`src/rtl/lcd_pkg.sv`:
```
package lcd_pkg;
  typedef enum logic [1:0] {
    LVL_IDLE  = 2'd0,
    LVL_SEL   = 2'd1,
    LVL_UNSEL = 2'd2,
    LVL_OPEN  = 2'd3
  } lcd_lvl_e;
endpackage

```
`src/rtl/lcd_prescaler.sv`:
```
module lcd_prescaler #(
  parameter int DIV_W = 8
) (
  input  logic             clk,
  input  logic             rst,
  input  logic             restart,
  input  logic             active,
  input  logic [DIV_W-1:0] div_val,
  output logic             tick
);
  logic [DIV_W-1:0] cnt;
  logic [DIV_W-1:0] lim_m1;

  assign lim_m1 = (div_val == '0) ? '0 : div_val - 1'b1;
  assign tick   = active && !restart && (cnt >= lim_m1);

  always_ff @(posedge clk) begin
    if (rst || restart || !active) cnt <= '0;
    else if (cnt >= lim_m1)        cnt <= '0;
    else                           cnt <= cnt + 1'b1;
  end

  a_r6_cnt_in_range: assert property (@(posedge clk) disable iff (rst)
    active |-> cnt <= lim_m1);
endmodule

```
`src/rtl/lcd_phase_seq.sv`:
```
module lcd_phase_seq #(
  parameter int PH_W = 2
) (
  input  logic            clk,
  input  logic            rst,
  input  logic            restart,
  input  logic            tick,
  input  logic [PH_W-1:0] ncom_m1,
  output logic [PH_W-1:0] phase_q,
  output logic [PH_W-1:0] phase_nxt,
  output logic            ac_q,
  output logic            load
);
  logic wrap;

  assign wrap = (phase_q >= ncom_m1);
  assign load = restart || tick;

  always_comb begin
    if (restart)   phase_nxt = '0;
    else if (tick) phase_nxt = wrap ? '0 : phase_q + 1'b1;
    else           phase_nxt = phase_q;
  end

  always_ff @(posedge clk) begin
    if (rst) begin
      phase_q <= '0;
      ac_q    <= 1'b0;
    end else begin
      phase_q <= phase_nxt;
      if (restart)          ac_q <= 1'b0;
      else if (tick && wrap) ac_q <= ~ac_q;
    end
  end

  a_r7_phase_bound: assert property (@(posedge clk) disable iff (rst)
    phase_q <= ncom_m1 || ncom_m1 == '0);
  a_r7_ac_flip: assert property (@(posedge clk) disable iff (rst)
    (tick && wrap && !restart) |=> ac_q != $past(ac_q));
endmodule

```
`src/rtl/lcd_disp_ram.sv`:
```
module lcd_disp_ram #(
  parameter int ADDR_W    = 8,
  parameter int DATA_W    = 8,
  parameter int BASE_ADDR = 'h40,
  parameter int NUM_SEG   = 40,
  parameter int NUM_COM   = 4,
  parameter int PH_W      = 2
) (
  input  logic              clk,
  input  logic              rst,
  input  logic              we,
  input  logic [ADDR_W-1:0] addr,
  input  logic [DATA_W-1:0] wdata,
  input  logic              rd_en,
  input  logic [PH_W-1:0]   rd_phase,
  output logic [NUM_SEG-1:0] row
);
  localparam int SPB   = DATA_W / NUM_COM;
  localparam int BYTES = NUM_SEG / SPB;
  localparam int IDX_W = $clog2(BYTES);
  localparam logic [ADDR_W-1:0] BASE_A = ADDR_W'(BASE_ADDR);
  localparam logic [ADDR_W-1:0] END_A  = ADDR_W'(BASE_ADDR + BYTES);

  logic [DATA_W-1:0] mem [BYTES];
  logic              in_range;
  logic [NUM_SEG-1:0] row_d;

  assign in_range = (addr >= BASE_A) && (addr < END_A);

  always_ff @(posedge clk) begin
    if (we && in_range) mem[IDX_W'(addr - BASE_A)] <= wdata;
  end

  for (genvar j = 0; j < NUM_SEG; j++) begin : g_seg
    logic [NUM_COM-1:0] nib;
    assign nib      = mem[j / SPB][(j % SPB) * NUM_COM +: NUM_COM];
    assign row_d[j] = nib[rd_phase];
  end

  always_ff @(posedge clk) begin
    if (rst)        row <= '0;
    else if (rd_en) row <= row_d;
  end

  a_r10_row_hold: assert property (@(posedge clk) disable iff (rst)
    !$past(rd_en) |-> $stable(row));
endmodule

```
`src/rtl/lcd_level_drive.sv`:
```
module lcd_level_drive
  import lcd_pkg::*;
#(
  parameter int NUM_COM = 4,
  parameter int NUM_SEG = 40,
  parameter int PH_W    = 2
) (
  input  logic                   clk,
  input  logic                   rst,
  input  logic                   active,
  input  logic [PH_W-1:0]        ncom_m1,
  input  logic [PH_W-1:0]        phase,
  input  logic [NUM_SEG-1:0]     row,
  input  logic                   ac,
  output logic [2*NUM_COM-1:0]   com_lvl,
  output logic [2*NUM_SEG-1:0]   seg_lvl,
  output logic                   ac_pol
);
  logic [2*NUM_COM-1:0] com_d;
  logic [2*NUM_SEG-1:0] seg_d;

  always_comb begin
    for (int i = 0; i < NUM_COM; i++) begin
      if (!active)                  com_d[2*i +: 2] = LVL_IDLE;
      else if (PH_W'(i) > ncom_m1)  com_d[2*i +: 2] = LVL_OPEN;
      else if (PH_W'(i) == phase)   com_d[2*i +: 2] = LVL_SEL;
      else                          com_d[2*i +: 2] = LVL_UNSEL;
    end
    for (int j = 0; j < NUM_SEG; j++) begin
      if (!active)    seg_d[2*j +: 2] = LVL_IDLE;
      else if (row[j]) seg_d[2*j +: 2] = LVL_SEL;
      else            seg_d[2*j +: 2] = LVL_UNSEL;
    end
  end

  always_ff @(posedge clk) begin
    if (rst) begin
      com_lvl <= '0;
      seg_lvl <= '0;
      ac_pol  <= 1'b0;
    end else begin
      com_lvl <= com_d;
      seg_lvl <= seg_d;
      ac_pol  <= active && ac;
    end
  end

  logic [NUM_COM-1:0] sel_chk;
  for (genvar i = 0; i < NUM_COM; i++) begin : g_chk
    assign sel_chk[i] = (com_lvl[2*i +: 2] == LVL_SEL);
    a_r3_open_unused: assert property (@(posedge clk) disable iff (rst)
      ($past(active) && (PH_W'(i) > $past(ncom_m1))) |-> com_lvl[2*i +: 2] == LVL_OPEN);
  end

  a_r4_one_selected: assert property (@(posedge clk) disable iff (rst)
    $countones(sel_chk) <= 1);
  a_r2_idle_when_off: assert property (@(posedge clk) disable iff (rst)
    !$past(active) |-> (com_lvl == '0 && seg_lvl == '0 && !ac_pol));
endmodule

```
`src/rtl/lcd_scan_ctrl.sv`:
```
module lcd_scan_ctrl #(
  parameter int NUM_SEG   = 40,
  parameter int NUM_COM   = 4,
  parameter int ADDR_W    = 8,
  parameter int DATA_W    = 8,
  parameter int DIV_W     = 8,
  parameter int BASE_ADDR = 'h40,
  localparam int PH_W     = $clog2(NUM_COM)
) (
  input  logic                 clk,
  input  logic                 rst,
  input  logic                 wr_en,
  input  logic [ADDR_W-1:0]    wr_addr,
  input  logic [DATA_W-1:0]    wr_data,
  input  logic                 ctl_we,
  input  logic                 ctl_en,
  input  logic [PH_W-1:0]      ctl_duty,
  input  logic [DIV_W-1:0]     ctl_div,
  output logic [2*NUM_COM-1:0] com_lvl,
  output logic [2*NUM_SEG-1:0] seg_lvl,
  output logic                 ac_pol
);
  logic             en_q;
  logic [PH_W-1:0]  duty_q;
  logic [DIV_W-1:0] div_q;
  logic             active;
  logic             tick;
  logic             load;
  logic [PH_W-1:0]  phase_q;
  logic [PH_W-1:0]  phase_nxt;
  logic             ac_q;
  logic [NUM_SEG-1:0] row;

  always_ff @(posedge clk) begin
    if (rst) begin
      en_q   <= 1'b0;
      duty_q <= '0;
      div_q  <= '0;
    end else if (ctl_we) begin
      en_q   <= ctl_en;
      duty_q <= ctl_duty;
      div_q  <= ctl_div;
    end
  end

  assign active = en_q && (duty_q != '0);

  lcd_prescaler #(.DIV_W(DIV_W)) u_presc (
    .clk(clk), .rst(rst), .restart(ctl_we), .active(active),
    .div_val(div_q), .tick(tick)
  );

  lcd_phase_seq #(.PH_W(PH_W)) u_phase (
    .clk(clk), .rst(rst), .restart(ctl_we), .tick(tick), .ncom_m1(duty_q),
    .phase_q(phase_q), .phase_nxt(phase_nxt), .ac_q(ac_q), .load(load)
  );

  lcd_disp_ram #(
    .ADDR_W(ADDR_W), .DATA_W(DATA_W), .BASE_ADDR(BASE_ADDR),
    .NUM_SEG(NUM_SEG), .NUM_COM(NUM_COM), .PH_W(PH_W)
  ) u_ram (
    .clk(clk), .rst(rst), .we(wr_en), .addr(wr_addr), .wdata(wr_data),
    .rd_en(load), .rd_phase(phase_nxt), .row(row)
  );

  lcd_level_drive #(.NUM_COM(NUM_COM), .NUM_SEG(NUM_SEG), .PH_W(PH_W)) u_drive (
    .clk(clk), .rst(rst), .active(active), .ncom_m1(duty_q), .phase(phase_q),
    .row(row), .ac(ac_q), .com_lvl(com_lvl), .seg_lvl(seg_lvl), .ac_pol(ac_pol)
  );

  a_r8_restart_phase0: assert property (@(posedge clk) disable iff (rst)
    ctl_we |=> (phase_q == '0 && !ac_q));
endmodule

```
`config.mk`:
```
export PLATFORM = sky130hd
export DESIGN_NAME = lcd_scan_ctrl
export DESIGN_NICKNAME = d
export VERILOG_FILES = /design/src/rtl/lcd_pkg.sv /design/src/rtl/lcd_prescaler.sv /design/src/rtl/lcd_phase_seq.sv /design/src/rtl/lcd_disp_ram.sv /design/src/rtl/lcd_level_drive.sv /design/src/rtl/lcd_scan_ctrl.sv
export SDC_FILE = /design/constraint.sdc
export NUM_CORES = 1
export LEC_CHECK = 0
export ABC_CLOCK_PERIOD_IN_PS = 6100
export BUFFER_PORTS_ARGS = -buffer_cell sky130_fd_sc_hd__buf_2
export CAP_MARGIN = 20
export CORE_AREA = 2 2 189 191
export CTS_CLUSTER_DIAMETER = 150
export DETAILED_ROUTE_END_ITERATION = 10
export DIE_AREA = 0 0 191 193
export PLACE_DENSITY_LB_ADDON = 0.05
export SYNTH_ARGS = -nofsm -noshare
export SYNTH_HDL_FRONTEND = slang
export SYNTH_HIERARCHICAL = 1
export SYNTH_SLANG_ARGS = --single-unit
```
`constraint.sdc`:
```
create_clock -name clk -period 6.1 [get_ports clk]
set_clock_uncertainty 0.1 [all_clocks]
set_input_delay 1.22 -clock clk [delete_from_list [all_inputs] [get_ports clk]]
set_output_delay 1.22 -clock clk [all_outputs]
set_load 0.02 [all_outputs]
```
==> metrics.csv, run 1 <==
stage;metric;value;unit
routing;wl_met1;11.9;mm
sta;fin_crit_sh;0.773;
yosys;synth_async_sr_flop_share;0;
clock_tree;cts_resized;0;
routing;vias;6492;
sta;tns;0;ns
routing;wl_met3;1.31;mm
clock_tree;cts_tree;built;
yosys;synth-compound-area-share;0.0643;
clock_tree;h-tree-depth;2;
sta;fmax;212;MHz
setup_path;endpoint_kind;flip-flop;
routing;wl_met2;12.7;mm
setup_path;startpoint_type;flip-flop;
yosys;ys_seq_elements;311;
floorplan;die_w;191;um
sta;fin_crit;4.72;ns
yosys;synth-xor-area-share;0.00848;
setup_path;timing.setup.critical_path_class;flip-flop to flip-flop;
routing;wl;26.3;mm
cells_and_area;layout.nets;938;
outcome;status;completed;
cells_and_area;synthToLayoutAreaGrowth;20.2;%
place;placed_area;12500;sq um
yosys;synth-edff-count;160;
cells_and_area;final_common_cell;edfxtp_1;
setup_path;worst_ep_arrival_time;4.97;ns
yosys;synth_cell_types;47;
routing;top_layer;met5;
routing;first_pass_iters;5;
setup_path;cp.required;6.35;ns
sta;slew_headroom;0.300;
sta;hold_ws;0.336;ns
place;dp_hpwl;15.6;mm
cells_and_area;fin_util;0.391;
power_and_ir_drop;leakagePower;5.01;nW
clock_tree;cts_setup_buffers;0;
yosys;synth_fp_nets;796;
routing;wire_per_inst;19.0;um
yosys;syn-cell-area;11400;sq um
routing;via_per_inst;4.69;
setup_path;crit_fanout;42;
power_and_ir_drop;power_density;326;nW/um^2
floorplan;core;35000;sq um
clock_tree;clock-root-buffer;clkbuf_16;
routing;drt-initial-drc-count;264;
cells_and_area;drive_gt1_frac;0.293;
clock_tree;insertion_delay;0.51;ns
routing;ant_nets;0;
global_route;grtUsageTotal;0.144;
job;drv_cap;0;
routing;drc;0;
clock_tree;cts_hold_buf;0;
cells_and_area;mostFrequentLayoutCells;edfxtp_1 (160), dfxtp_1 (151), buf_2 (120), mux2i_1 (93), nor2_1 (62);
clock_tree;clk_pin_slew;0.06;ns
global_route;antenna_found_initial;2;
sta;hold_viol_final;0;
yosys;synth.yosys.warnings;6;
yosys;synth-simple-area-share;0.116;
floorplan;dieArea;36900;sq um
clock_tree;cts_buffers;35;
power_and_ir_drop;power;4.46;mW
yosys;synth_top_family_by_area;simple AND/OR/NAND/NOR gates;
sta;tightestPinTransition;1.04;ns
yosys;syn_area_per_cell;15.1;sq um
place;port_buffers;119;
global_route;grt_max_degree;49;
global_route;grt_pass1_vias;6789;
floorplan;start_util;0.325;
sta;grt_setup_unrepaired;no;
yosys;ys.flop_type;edfxtp_1;
cells_and_area;stdcell_area;13700;sq um
floorplan;io_pins;120;
clock_tree;clock_sinks;311;
clock_tree;clockBufferDepth;3;
yosys;netlist_instances;753;
power_and_ir_drop;vdd_drop_max;0.154;mV
global_route;overflow;0;
floorplan;die_y;193;um
yosys;synthAdderAreaFrac;0.0132;
yosys;muxShareOfSynthArea;0.0819;
yosys;seq_area_frac_synth;0.689;
sta;setup_viol;0;
global_route;grt_pass1_wl;40.1;mm
sta;drv_slew;0;
floorplan;rows;69;
place;place_congestion;0.763;
worst_hold_path;hold_path.class;flip-flop to flip-flop;
## worst max-delay path, stage by stage, from the launching register on
cell and delay, ns:
dfxtp_1 0.32, inv_1 0.08, ha_1 0.15, nor2b_1 0.24
nand3b_1 0.17, or3_1 0.42, o21ai_0 0.12, ha_1 0.27
a211o_1 0.26, a31oi_1 0.22, o21ai_0 0.13, and3b_2 0.26
or2_2 0.65, or3b_2 0.33, buf_4 0.64, o221ai_2 0.17
## cell usage after synthesis, types with 2 or more instances
| library cell | instances | area, sq um |
|---|---|---|
| nor3_1 | 9 | 45.0 |
| a31oi_1 | 4 | 25.0 |
| buf_2 | 20 | 100 |
| nor2_1 | 62 | 233 |
| dfxtp_1 | 151 | 3020 |
| buf_6 | 12 | 135 |
| xnor2_1 | 3 | 26.3 |
| or3b_1 | 24 | 210 |
| inv_1 | 8 | 30.0 |
| or2_2 | 3 | 18.8 |
| mux2i_1 | 93 | 931 |
| nand2_1 | 9 | 33.8 |
| and2_1 | 42 | 263 |
| or3_1 | 2 | 12.5 |
| a21oi_1 | 4 | 20.0 |
| or3b_2 | 18 | 158 |
| o21ai_0 | 3 | 15.0 |
| clkbuf_1 | 8 | 30.0 |
| ha_1 | 12 | 150 |
| nor2b_1 | 3 | 18.8 |
| nor4_1 | 18 | 113 |
| o221ai_2 | 40 | 601 |
| nand2b_1 | 8 | 50.1 |
| edfxtp_1 | 160 | 4800 |
| nand3b_1 | 2 | 15.0 |
| and3_1 | 3 | 18.8 |
| nand3_1 | 5 | 25.0 |
| xor2_1 | 8 | 70.1 |
## cell families (layout without fill, tap and decap cells)
group,after synthesis,after routing
simple gates,218,218
xor+xnor,11,11
flops,311,311
mux,93,93
compound gates,59,59
other cells,0,1
buf+inv,49,217
fa+ha+maj,12,12
## per-stage QoR
stage	cells	worst slack, ns
detailed placement	1318	1.37
floorplan	753	2.44
finish	1383	1.38
CTS	1381	1.34
global route	1382	1.05
global placement	1317	1.47
## sequential cells by signal (all words and copies together), names as in the netlist
register / flops
u_ram/row: 40
u_presc/cnt: 8
u_drive/seg_lvl: 80
duty_q: 2
u_ram/mem: 160
u_phase/phase_q: 2
u_phase/ac_q: 1
en_q: 1
u_drive/ac_pol: 1
div_q: 8
u_drive/com_lvl: 8
## routing by layer
layer / up-vias / global-route usage
met1: 3233 / 0.185
met4: 2 / 0.0367
met5: - / 0
li1: 3071 / -
met2: 146 / 0.247
met3: 40 / 0.0331
## final timing paths
| check | from | endpoint | slack [ns] | cells after the start |
|---|---|---|---|---|
| worst max-delay path | div_q[0] | u_ram/row[15] | 1.38 | 15 |
| worst max register to register | div_q[0] | u_ram/row[15] | 1.38 | 15 |
| worst min register to register | u_ram/row[18] | u_drive/seg_lvl[37] | 0.34 | 1 |
| worst min-delay path | u_ram/row[18] | u_drive/seg_lvl[37] | 0.34 | 1 |
## power breakdown
part           switching (mW)  internal, mW
Combinational           0.101        0.0503
Clock                   0.798          1.27
Sequential             0.0175          2.22
## area by class of cell
type,count,area [sq um]
Clock inverter,11,108
Tap cell,461,577
Clock buffer,52,1040
Antenna cell,1,2.50
Inverter,8,30.0
Timing Repair Buffer,146,846
Sequential cell,311,7830
Fill cell,3316,21300
Multi-Input combinational cell,393,3230
Note: power is estimated with default switching activity, not from simulation.
==> run 2, diff against run 1 <==
--- a/config.mk
+++ b/config.mk
@@ -5,13 +5,14 @@
 export SDC_FILE = /design/constraint.sdc
 export NUM_CORES = 1
 export LEC_CHECK = 0
-export ABC_CLOCK_PERIOD_IN_PS = 6100
+export ABC_AREA = 1
+export ABC_CLOCK_PERIOD_IN_PS = 4200
 export BUFFER_PORTS_ARGS = -buffer_cell sky130_fd_sc_hd__buf_2
 export CAP_MARGIN = 20
-export CORE_AREA = 2 2 189 191
+export CORE_AREA = 2 2 195 197
 export CTS_CLUSTER_DIAMETER = 150
 export DETAILED_ROUTE_END_ITERATION = 10
-export DIE_AREA = 0 0 191 193
+export DIE_AREA = 0 0 197 199
 export PLACE_DENSITY_LB_ADDON = 0.05
 export SYNTH_ARGS = -nofsm -noshare
 export SYNTH_HDL_FRONTEND = slang
==> constraint.sdc (replaced) <==
create_clock -name clk -period 4.2 [get_ports clk]
set_clock_uncertainty 0.1 [all_clocks]
set_input_delay 0.84 -clock clk [delete_from_list [all_inputs] [get_ports clk]]
set_output_delay 0.84 -clock clk [all_outputs]
set_load 0.02 [all_outputs]
==> metrics.csv, run 2 <==
stage;metric;value;unit;change
clock_tree;clk_pin_slew;0.05;ns;was 0.06 ns
yosys;synth-edff-count;160;;unchanged
cells_and_area;synthToLayoutAreaGrowth;17.2;%;was 20.2%
place;port_buffers;119;;unchanged
floorplan;io_pins;120;;unchanged
sta;tns;0;ns;unchanged
sta;grt_setup_unrepaired;no;;unchanged
power_and_ir_drop;seqPwrFrac;0.489;;was 0.502
worst_hold_path;hold_path.class;flip-flop to flip-flop;;unchanged
clock_tree;clockBufferDepth;3;;unchanged
setup_path;worst_ep_arrival_time;4.06;ns;was 4.97 ns
yosys;synth_top_area_cell;edfxtp_1;;unchanged
power_and_ir_drop;clkPwrFrac;0.472;;was 0.464
setup_path;crit_fanout;36;;was 42
global_route;use_met2;0.241;;was 0.247
cells_and_area;mostFrequentLayoutCells;nand2_1 (193), edfxtp_1 (160), dfxtp_1 (151), nor2_1 (148), buf_2 (119);;was edfxtp_1 (160), dfxtp_1 (151), buf_2 (120), mux2i_1 (93), nor2_1 (62)
power_and_ir_drop;power;6.70;mW;was 4.46 mW
global_route;grt_pass1_vias;7300;;was 6789
yosys;synthTopCellsByArea;edfxtp_1 (40%), dfxtp_1 (25%), nand2_1 (6.0%);;was edfxtp_1 (42%), dfxtp_1 (27%), mux2i_1 (8.2%)
floorplan;start_util;0.325;;about the same
routing;wire_per_inst;15.9;um;was 19.0 um
clock_tree;cts_tree;built;;unchanged
global_route;grtUsageMet3;0.0239;;was 0.0331
sta;fin_crit;3.72;ns;was 4.72 ns
yosys;syn-cell-area;12100;sq um;was 11400 sq um
yosys;ys_top_cells_by_count;nand2_1 (194), edfxtp_1 (160), dfxtp_1 (151), nor2_1 (148), inv_1 (91);;was edfxtp_1 (160), dfxtp_1 (151), mux2i_1 (93), nor2_1 (62), and2_1 (42)
yosys;synth_fp_nets;1143;;was 796
yosys;syn_area_per_cell;11.0;sq um;was 15.1 sq um
sta;tightestPinTransition;0.869;ns;was 1.04 ns
global_route;overflow;0;;unchanged
yosys;seq_area_frac_synth;0.648;;was 0.689
cells_and_area;final_common_cell;nand2_1;;was edfxtp_1
worst_hold_path;hold_depth;1;;unchanged
cells_and_area;layout.nets;1262;;was 938
floorplan;core;37100;sq um;was 35000 sq um
setup_path;cp.required;4.54;ns;was 6.35 ns
job;drv_cap;0;;unchanged
clock_tree;cts_setup_buffers;0;;unchanged
sta;hold_viol_final;0;;unchanged
setup_path;startpoint_type;flip-flop;;unchanged
cells_and_area;regMostFlops;u_ram/mem;;unchanged
yosys;netlist_instances;1100;;was 753
setup_path;ff2ff_path_depth;24;;was 15
sta;drv_slew;0;;unchanged
power_and_ir_drop;vdd_drop_max;0.252;mV;was 0.154 mV
floorplan;die_y;199;um;was 193 um
clock_tree;insertion_delay;0.52;ns;was 0.51 ns
cells_and_area;n_fill_cell;3723;;was 3316
clock_tree;clock_sinks;311;;unchanged
outcome;status;completed;;unchanged
sta;fin_crit_sh;0.885;;was 0.773
power_and_ir_drop;netSwitchingFraction;0.215;;was 0.206
routing;wl;27.3;mm;was 26.3 mm
cells_and_area;reg_top3;u_ram/mem (160), u_drive/seg_lvl (80), u_ram/row (40);;unchanged
sta;setup_viol;0;;unchanged
setup_path;timing.setup.critical_path_class;flip-flop to flip-flop;;unchanged
cells_and_area;largest_reg_flops;160;;unchanged
global_route;grtUsageTotal;0.142;;was 0.144
power_and_ir_drop;power_density;473;nW/um^2;was 326 nW/um^2
routing;ant_nets;0;;unchanged
power_and_ir_drop;internal_power;5.26;mW;was 3.54 mW
clock_tree;cts_buffers;38;;was 35
global_route;grtUsageMet1;0.187;;was 0.185
clock_tree;cts_hold_buf;0;;unchanged
clock_tree;h-tree-depth;2;;unchanged
floorplan;dieArea;39200;sq um;was 36900 sq um
floorplan;rows;71;;was 69
routing;first_pass_iters;4;;was 5
setup_path;endpoint_kind;flip-flop;;unchanged
power_and_ir_drop;p_comb_frac;0.039;;was 0.034
yosys;synth_async_sr_flop_share;0;;unchanged
yosys;synth.top_cell.area_share;0.398;;was 0.423
routing;drt-initial-drc-count;356;;was 264
place;dp_hpwl;15.6;mm;about the same
cells_and_area;antenna-diode-count;0;;was 1
clock_tree;cts_resized;0;;unchanged
global_route;antenna_found_initial;0;;was 2
clock_tree;clock-root-buffer;clkbuf_16;;unchanged
yosys;ys_seq_elements;311;;unchanged
sta;fmax;269;MHz;was 212 MHz
yosys;synth.yosys.warnings;6;;unchanged
global_route;busiest_layer;met2;;unchanged
yosys;synth_cell_types;33;;was 47
yosys;yosysMostFrequentCell;nand2_1;;was edfxtp_1
cells_and_area;drive_gt1_frac;0.291;;was 0.293
yosys;ys.flop_type;edfxtp_1;;unchanged
place;place_congestion;0.704;;was 0.763
floorplan;die_w;197;um;was 191 um
routing;vias;7485;;was 6492
power_and_ir_drop;p_switching;1.44;mW;was 0.917 mW
global_route;grt_max_degree;81;;was 49
sta;slew_headroom;0.421;;was 0.300
global_route;grt_pass1_wl;42.2;mm;was 40.1 mm
cells_and_area;fin_util;0.381;;was 0.391
routing;via_per_inst;4.35;;was 4.69
routing;drc;0;;unchanged
power_and_ir_drop;leakagePower;5.87;nW;was 5.01 nW
-- run 2: cell types whose count changed after synthesis, sizes merged, moves of 9 or more --
cell    before  now
nor2        63  156
and2        42    0
nand3        5   92
a21oi        4   48
nor4        18    0
o21ai        4   40
mux2i       93    0
nand2        9  274
inv          8   93
o221ai      40    0
nand2b       9    0
or3b        42    0
-- run 2: layer usage --
metal  up-vias  share of wire
li1       3828              -
met4         0          0.021
met3        45          0.036
met5         -              0
met1      3504           0.47
met2       108           0.48
-- run 2: layout make-up --
| cell class | count | area, sq um | area share |
|---|---|---|---|
| well taps | 474 | 593 | 0.0419 |
| inverters | 93 | 362 | 0.0255 |
| repair buffers | 130 | 716 | 0.0505 |
| multi-input cells | 645 | 3440 | 0.243 |
| clock inverters | 9 | 76.3 | 0.00539 |
| flip-flops and latches | 311 | 7830 | 0.553 |
| clock buffers | 60 | 1150 | 0.0811 |
-- run 2: path summary, 6_finish.rpt --
check | to | start | slack [ns]
setup / recovery | u_ram/row[24] | div_q[0] | 0.48
hold / removal | u_drive/seg_lvl[51] | u_ram/row[25] | 0.33
setup reg to reg | u_ram/row[24] | div_q[0] | 0.48
hold reg to reg | u_drive/seg_lvl[51] | u_ram/row[25] | 0.33
-- run 2: worst max-delay path, stage by stage, from the launching register on --
cell and delay, ns:
dfxtp_1 0.36, inv_1 0.09, ha_1 0.24, nand2_2 0.11, nor2_4 0.05, nand3_1 0.17
nand2_1 0.10, ha_1 0.30, nand2_1 0.06, nor2_1 0.08, nor2_1 0.04, nand2_1 0.05
nand2_1 0.08, a21oi_1 0.37, inv_1 0.16, nand2_1 0.09, nand2_1 0.05, nor2_1 0.08
nand2_1 0.09, inv_2 0.17, buf_4 0.40, nand2_1 0.11, nand3_2 0.10, nand2_2 0.07
a21oi_2 0.10
-- run 2: logic make-up (layout without fill, tap and decap cells) --
kind of cell | Yosys count | after routing | synth area share
flops | 311 | 311 | 0.648
fa+ha+maj | 12 | 12 | 0.0124
xor+xnor | 9 | 9 | 0.00652
simple gates | 533 | 533 | 0.214
compound gates | 91 | 91 | 0.0506
buf+inv | 144 | 292 | 0.0682
-- run 2: metrics by stage --
| step | hold slack [ns] | cell area (sq um) | std cells | setup WS, ns |
|---|---|---|---|---|
| detailed placement | 0.323 | 12900 | 1653 | 0.495 |
| global route | 0.344 | 14200 | 1722 | 0.139 |
| floorplan | 0.307 | 12100 | 1100 | 1.17 |
| CTS | 0.329 | 14200 | 1722 | 0.476 |
| global placement | 0.321 | 12900 | 1653 | 0.579 |
| finish | 0.330 | 14200 | 1722 | 0.484 |
-- run 2: power by group through the flow --
stage                     clock network, mW  logic, mW  registers (mW)
after floorplan                           0      0.144            3.35
after global placement                    0      0.273            3.34
after detailed placement                  0      0.273            3.34
after CTS                              3.28      0.274            3.28
after global routing                   3.39      0.303            3.28
final                                  3.16      0.264            3.28
==> run 3, diff against run 2 <==
--- a/config.mk
+++ b/config.mk
@@ -6,7 +6,7 @@
 export NUM_CORES = 1
 export LEC_CHECK = 0
 export ABC_AREA = 1
-export ABC_CLOCK_PERIOD_IN_PS = 4200
+export ABC_CLOCK_PERIOD_IN_PS = 3500
 export BUFFER_PORTS_ARGS = -buffer_cell sky130_fd_sc_hd__buf_2
 export CAP_MARGIN = 20
 export CORE_AREA = 2 2 195 197
==> constraint.sdc (replaced) <==
create_clock -name clk -period 3.5 [get_ports clk]
set_clock_uncertainty 0.1 [all_clocks]
set_input_delay 0.7 -clock clk [delete_from_list [all_inputs] [get_ports clk]]
set_output_delay 0.7 -clock clk [all_outputs]
set_load 0.02 [all_outputs]
==> metrics.csv, run 3 (synthesis results as in run 2) <==
stage;metric;value;unit;change
outcome;status;completed;;unchanged
cells_and_area;fin_util;0.391;;was 0.381
setup_path;path_cells;inv_1 -> ha_1 -> nand2_2 -> nor2_4 -> nand3_2 -> nand2_1 -> ha_1 -> a21o_1 -> nor2_2 -> a21oi_4 -> nand2_1 -> nand2_1 -> nand2_1 -> nor2_2 -> nand2_1 -> inv_2 -> inv_2 -> buf_4 -> nand3_2 -> nand2_2 -> a21oi_2;;was inv_1 -> ha_1 -> nand2_2 -> nor2_4 -> nand3_1 -> nand2_1 -> ha_1 -> nand2_1 -> nor2_1 -> nor2_1 -> nand2_1 -> nand2_1 -> a21oi_1 -> inv_1 -> nand2_1 -> nand2_1 -> nor2_1 -> nand2_1 -> inv_2 -> buf_4 -> nand2_1 -> nand3_2 -> nand2_2 -> a21oi_2
global_route;grt_max_degree;50;;was 81
sta;hold_viol_final;0;;unchanged
global_route;antenna_found_initial;0;;unchanged
routing;wl;27.7;mm;was 27.3 mm
power_and_ir_drop;p_comb_frac;0.040;;was 0.039
clock_tree;cts_tree;built;;unchanged
setup_path;cp_common_cell;nand2_1;;unchanged
clock_tree;h-tree-depth;2;;unchanged
routing;drt-initial-drc-count;273;;was 356
routing;drc;0;;unchanged
clock_tree;clk_pin_slew;0.06;ns;was 0.05 ns
sta;grt_setup_unrepaired;no;;unchanged
worst_hold_path;hold_path.class;flip-flop to flip-flop;;unchanged
floorplan;dieArea;39200;sq um;unchanged
power_and_ir_drop;power_density;565;nW/um^2;was 473 nW/um^2
floorplan;start_util;0.325;;unchanged
global_route;overflow;0;;unchanged
sta;drv_slew;0;;unchanged
clock_tree;clock-root-buffer;clkbuf_16;;unchanged
power_and_ir_drop;seqPwrFrac;0.479;;was 0.489
floorplan;core;37100;sq um;unchanged
routing;via_per_inst;4.34;;was 4.35
place;port_buffers;119;;unchanged
sta;tightestPinTransition;0.783;ns;was 0.869 ns
place;dp_hpwl;16.3;mm;was 15.6 mm
cells_and_area;reg_top3;u_ram/mem (160), u_drive/seg_lvl (80), u_ram/row (40);;unchanged
sta;setup_viol;0;;unchanged
routing;top_layer;met4;;unchanged
sta;fin_crit_sh;0.902;;was 0.885
power_and_ir_drop;clkPwrFrac;0.482;;was 0.472
power_and_ir_drop;vdd_drop_max;0.328;mV;was 0.252 mV
clock_tree;cts_buffers;37;;was 38
power_and_ir_drop;power;8.21;mW;was 6.70 mW
routing;wl_met2;13.5;mm;was 13.0 mm
power_and_ir_drop;p_switching;1.75;mW;was 1.44 mW
setup_path;timing.setup.critical_path_class;flip-flop to flip-flop;;unchanged
sta;fin_crit;3.16;ns;was 3.72 ns
place;pre_cts_ws;0.106;ns;was 0.495 ns
floorplan;die_y;199;um;unchanged
cells_and_area;layout.nets;1279;;was 1262
setup_path;cp.required;3.82;ns;was 4.54 ns
place;place_congestion;0.722;;was 0.704
cells_and_area;regArea;7830;sq um;unchanged
clock_tree;insertion_delay;0.54;ns;was 0.52 ns
floorplan;io_pins;120;;unchanged
cells_and_area;n_fill_cell;3732;;was 3723
routing;vias;7553;;was 7485
sta;fmax;317;MHz;was 269 MHz
clock_tree;clockBufferDepth;3;;unchanged
cells_and_area;largest_reg_flops;160;;unchanged
sta;fin_ws;0.344;ns;was 0.484 ns
global_route;grt_pass1_wl;42.8;mm;was 42.2 mm
cells_and_area;antenna-diode-count;0;;unchanged
sta;tns;0;ns;unchanged
power_and_ir_drop;internal_power;6.46;mW;was 5.26 mW
routing;wl_met3;888;um;was 978 um
setup_path;crit_path_max_incr_delay;0.32;ns;was 0.40 ns
routing;wire_per_inst;15.9;um;about the same
sta;slew_headroom;0.478;;was 0.421
setup_path;slowest_stage;dfxtp_1;;was buf_4
cells_and_area;final_common_cell;nand2_1;;unchanged
power_and_ir_drop;netSwitchingFraction;0.213;;was 0.215
routing;ant_nets;0;;unchanged
floorplan;die_w;197;um;unchanged
setup_path;crit_fanout;14;;was 36
sta;hold_ws;0.330;ns;about the same
setup_path;worst_ep_arrival_time;3.47;ns;was 4.06 ns
routing;first_pass_iters;5;;was 4
floorplan;rows;71;;unchanged
global_route;grt_pass1_vias;7511;;was 7300
cells_and_area;synthToLayoutAreaGrowth;20.2;%;was 17.2%
job;drv_cap;0;;unchanged
power_and_ir_drop;leakagePower;6.04;nW;was 5.87 nW
setup_path;startpoint_type;flip-flop;;unchanged
cells_and_area;drive_gt1_frac;0.304;;was 0.291
routing;wl_met1;12.7;mm;was 12.8 mm
clock_tree;clock_sinks;311;;unchanged
cells_and_area;regMostFlops;u_ram/mem;;unchanged
cells_and_area;mostFrequentLayoutCells;nand2_1 (192), edfxtp_1 (160), dfxtp_1 (151), nor2_1 (148), buf_2 (119);;was nand2_1 (193), edfxtp_1 (160), dfxtp_1 (151), nor2_1 (148), buf_2 (119)
cells_and_area;multiInputGateArea;3460;sq um;was 3440 sq um
setup_path;endpoint_kind;flip-flop;;unchanged
global_route;grtUsageTotal;0.145;;was 0.142
[run 3: area by class of cell]
class                      count  share of cell area
clock buffer                  54              0.0754
tap                          474              0.0408
sequential                   311               0.539
timing repair buffer         148              0.0693
multi-input combinational    645               0.238
inverter                      93              0.0252
clock inverter                14              0.0120
[run 3: routing by layer]
| metal | vias up | global-route usage |
|---|---|---|
| met1 | 3549 | 0.183 |
| met2 | 107 | 0.248 |
| li1 | 3862 | - |
| met3 | 35 | 0.0264 |
| met5 | - | 0 |
| met4 | 0 | 0.0551 |
[run 3: worst paths after layout]
kind	start	to	slack, ns	depth (start not counted)
setup / recovery	div_q[0]	u_ram/row[7]	0.34	21
hold / removal	u_ram/row[10]	u_drive/seg_lvl[21]	0.33	1
setup reg to reg	div_q[0]	u_ram/row[7]	0.34	21
hold reg to reg	u_ram/row[10]	u_drive/seg_lvl[21]	0.33	1
[run 3: timing repair]
item | 4_1_cts | 5_1_grt
resized for setup | 0 | 8
buffers inserted | 0 | 0
hold buffers | 0 | 0
setup endpoints to repair | 0 | 40
hold endpoints to repair | 0 | 0
[run 3: per-stage QoR]
stage / std cells / cell area, sq um
finish: 1739 / 14500
global placement: 1670 / 13200
global route: 1739 / 14500
detailed placement: 1670 / 13200
CTS: 1738 / 14500
floorplan: 1100 / 12100
[run 3: power by group through the flow]
stage / registers [mW] / clock network, mW / logic, mW
floorplan: 4.02 / 0 / 0.173
global placement: 4.01 / 0 / 0.332
detailed placement: 4.01 / 0 / 0.332
CTS: 3.93 / 4.12 / 0.334
global route: 3.94 / 4.25 / 0.373
finish: 3.93 / 3.95 / 0.325
[run 3: worst max-delay path: cells and delay by family, from the launching register on]
kind	cells	cell delay (ns)
AO/OA/AOI/OAI	3	0.34
adder cells (fa/ha/maj)	2	0.44
buffers and inverters	4	0.58
flip-flops	1	0.32
AND/OR/NAND/NOR	12	1.23
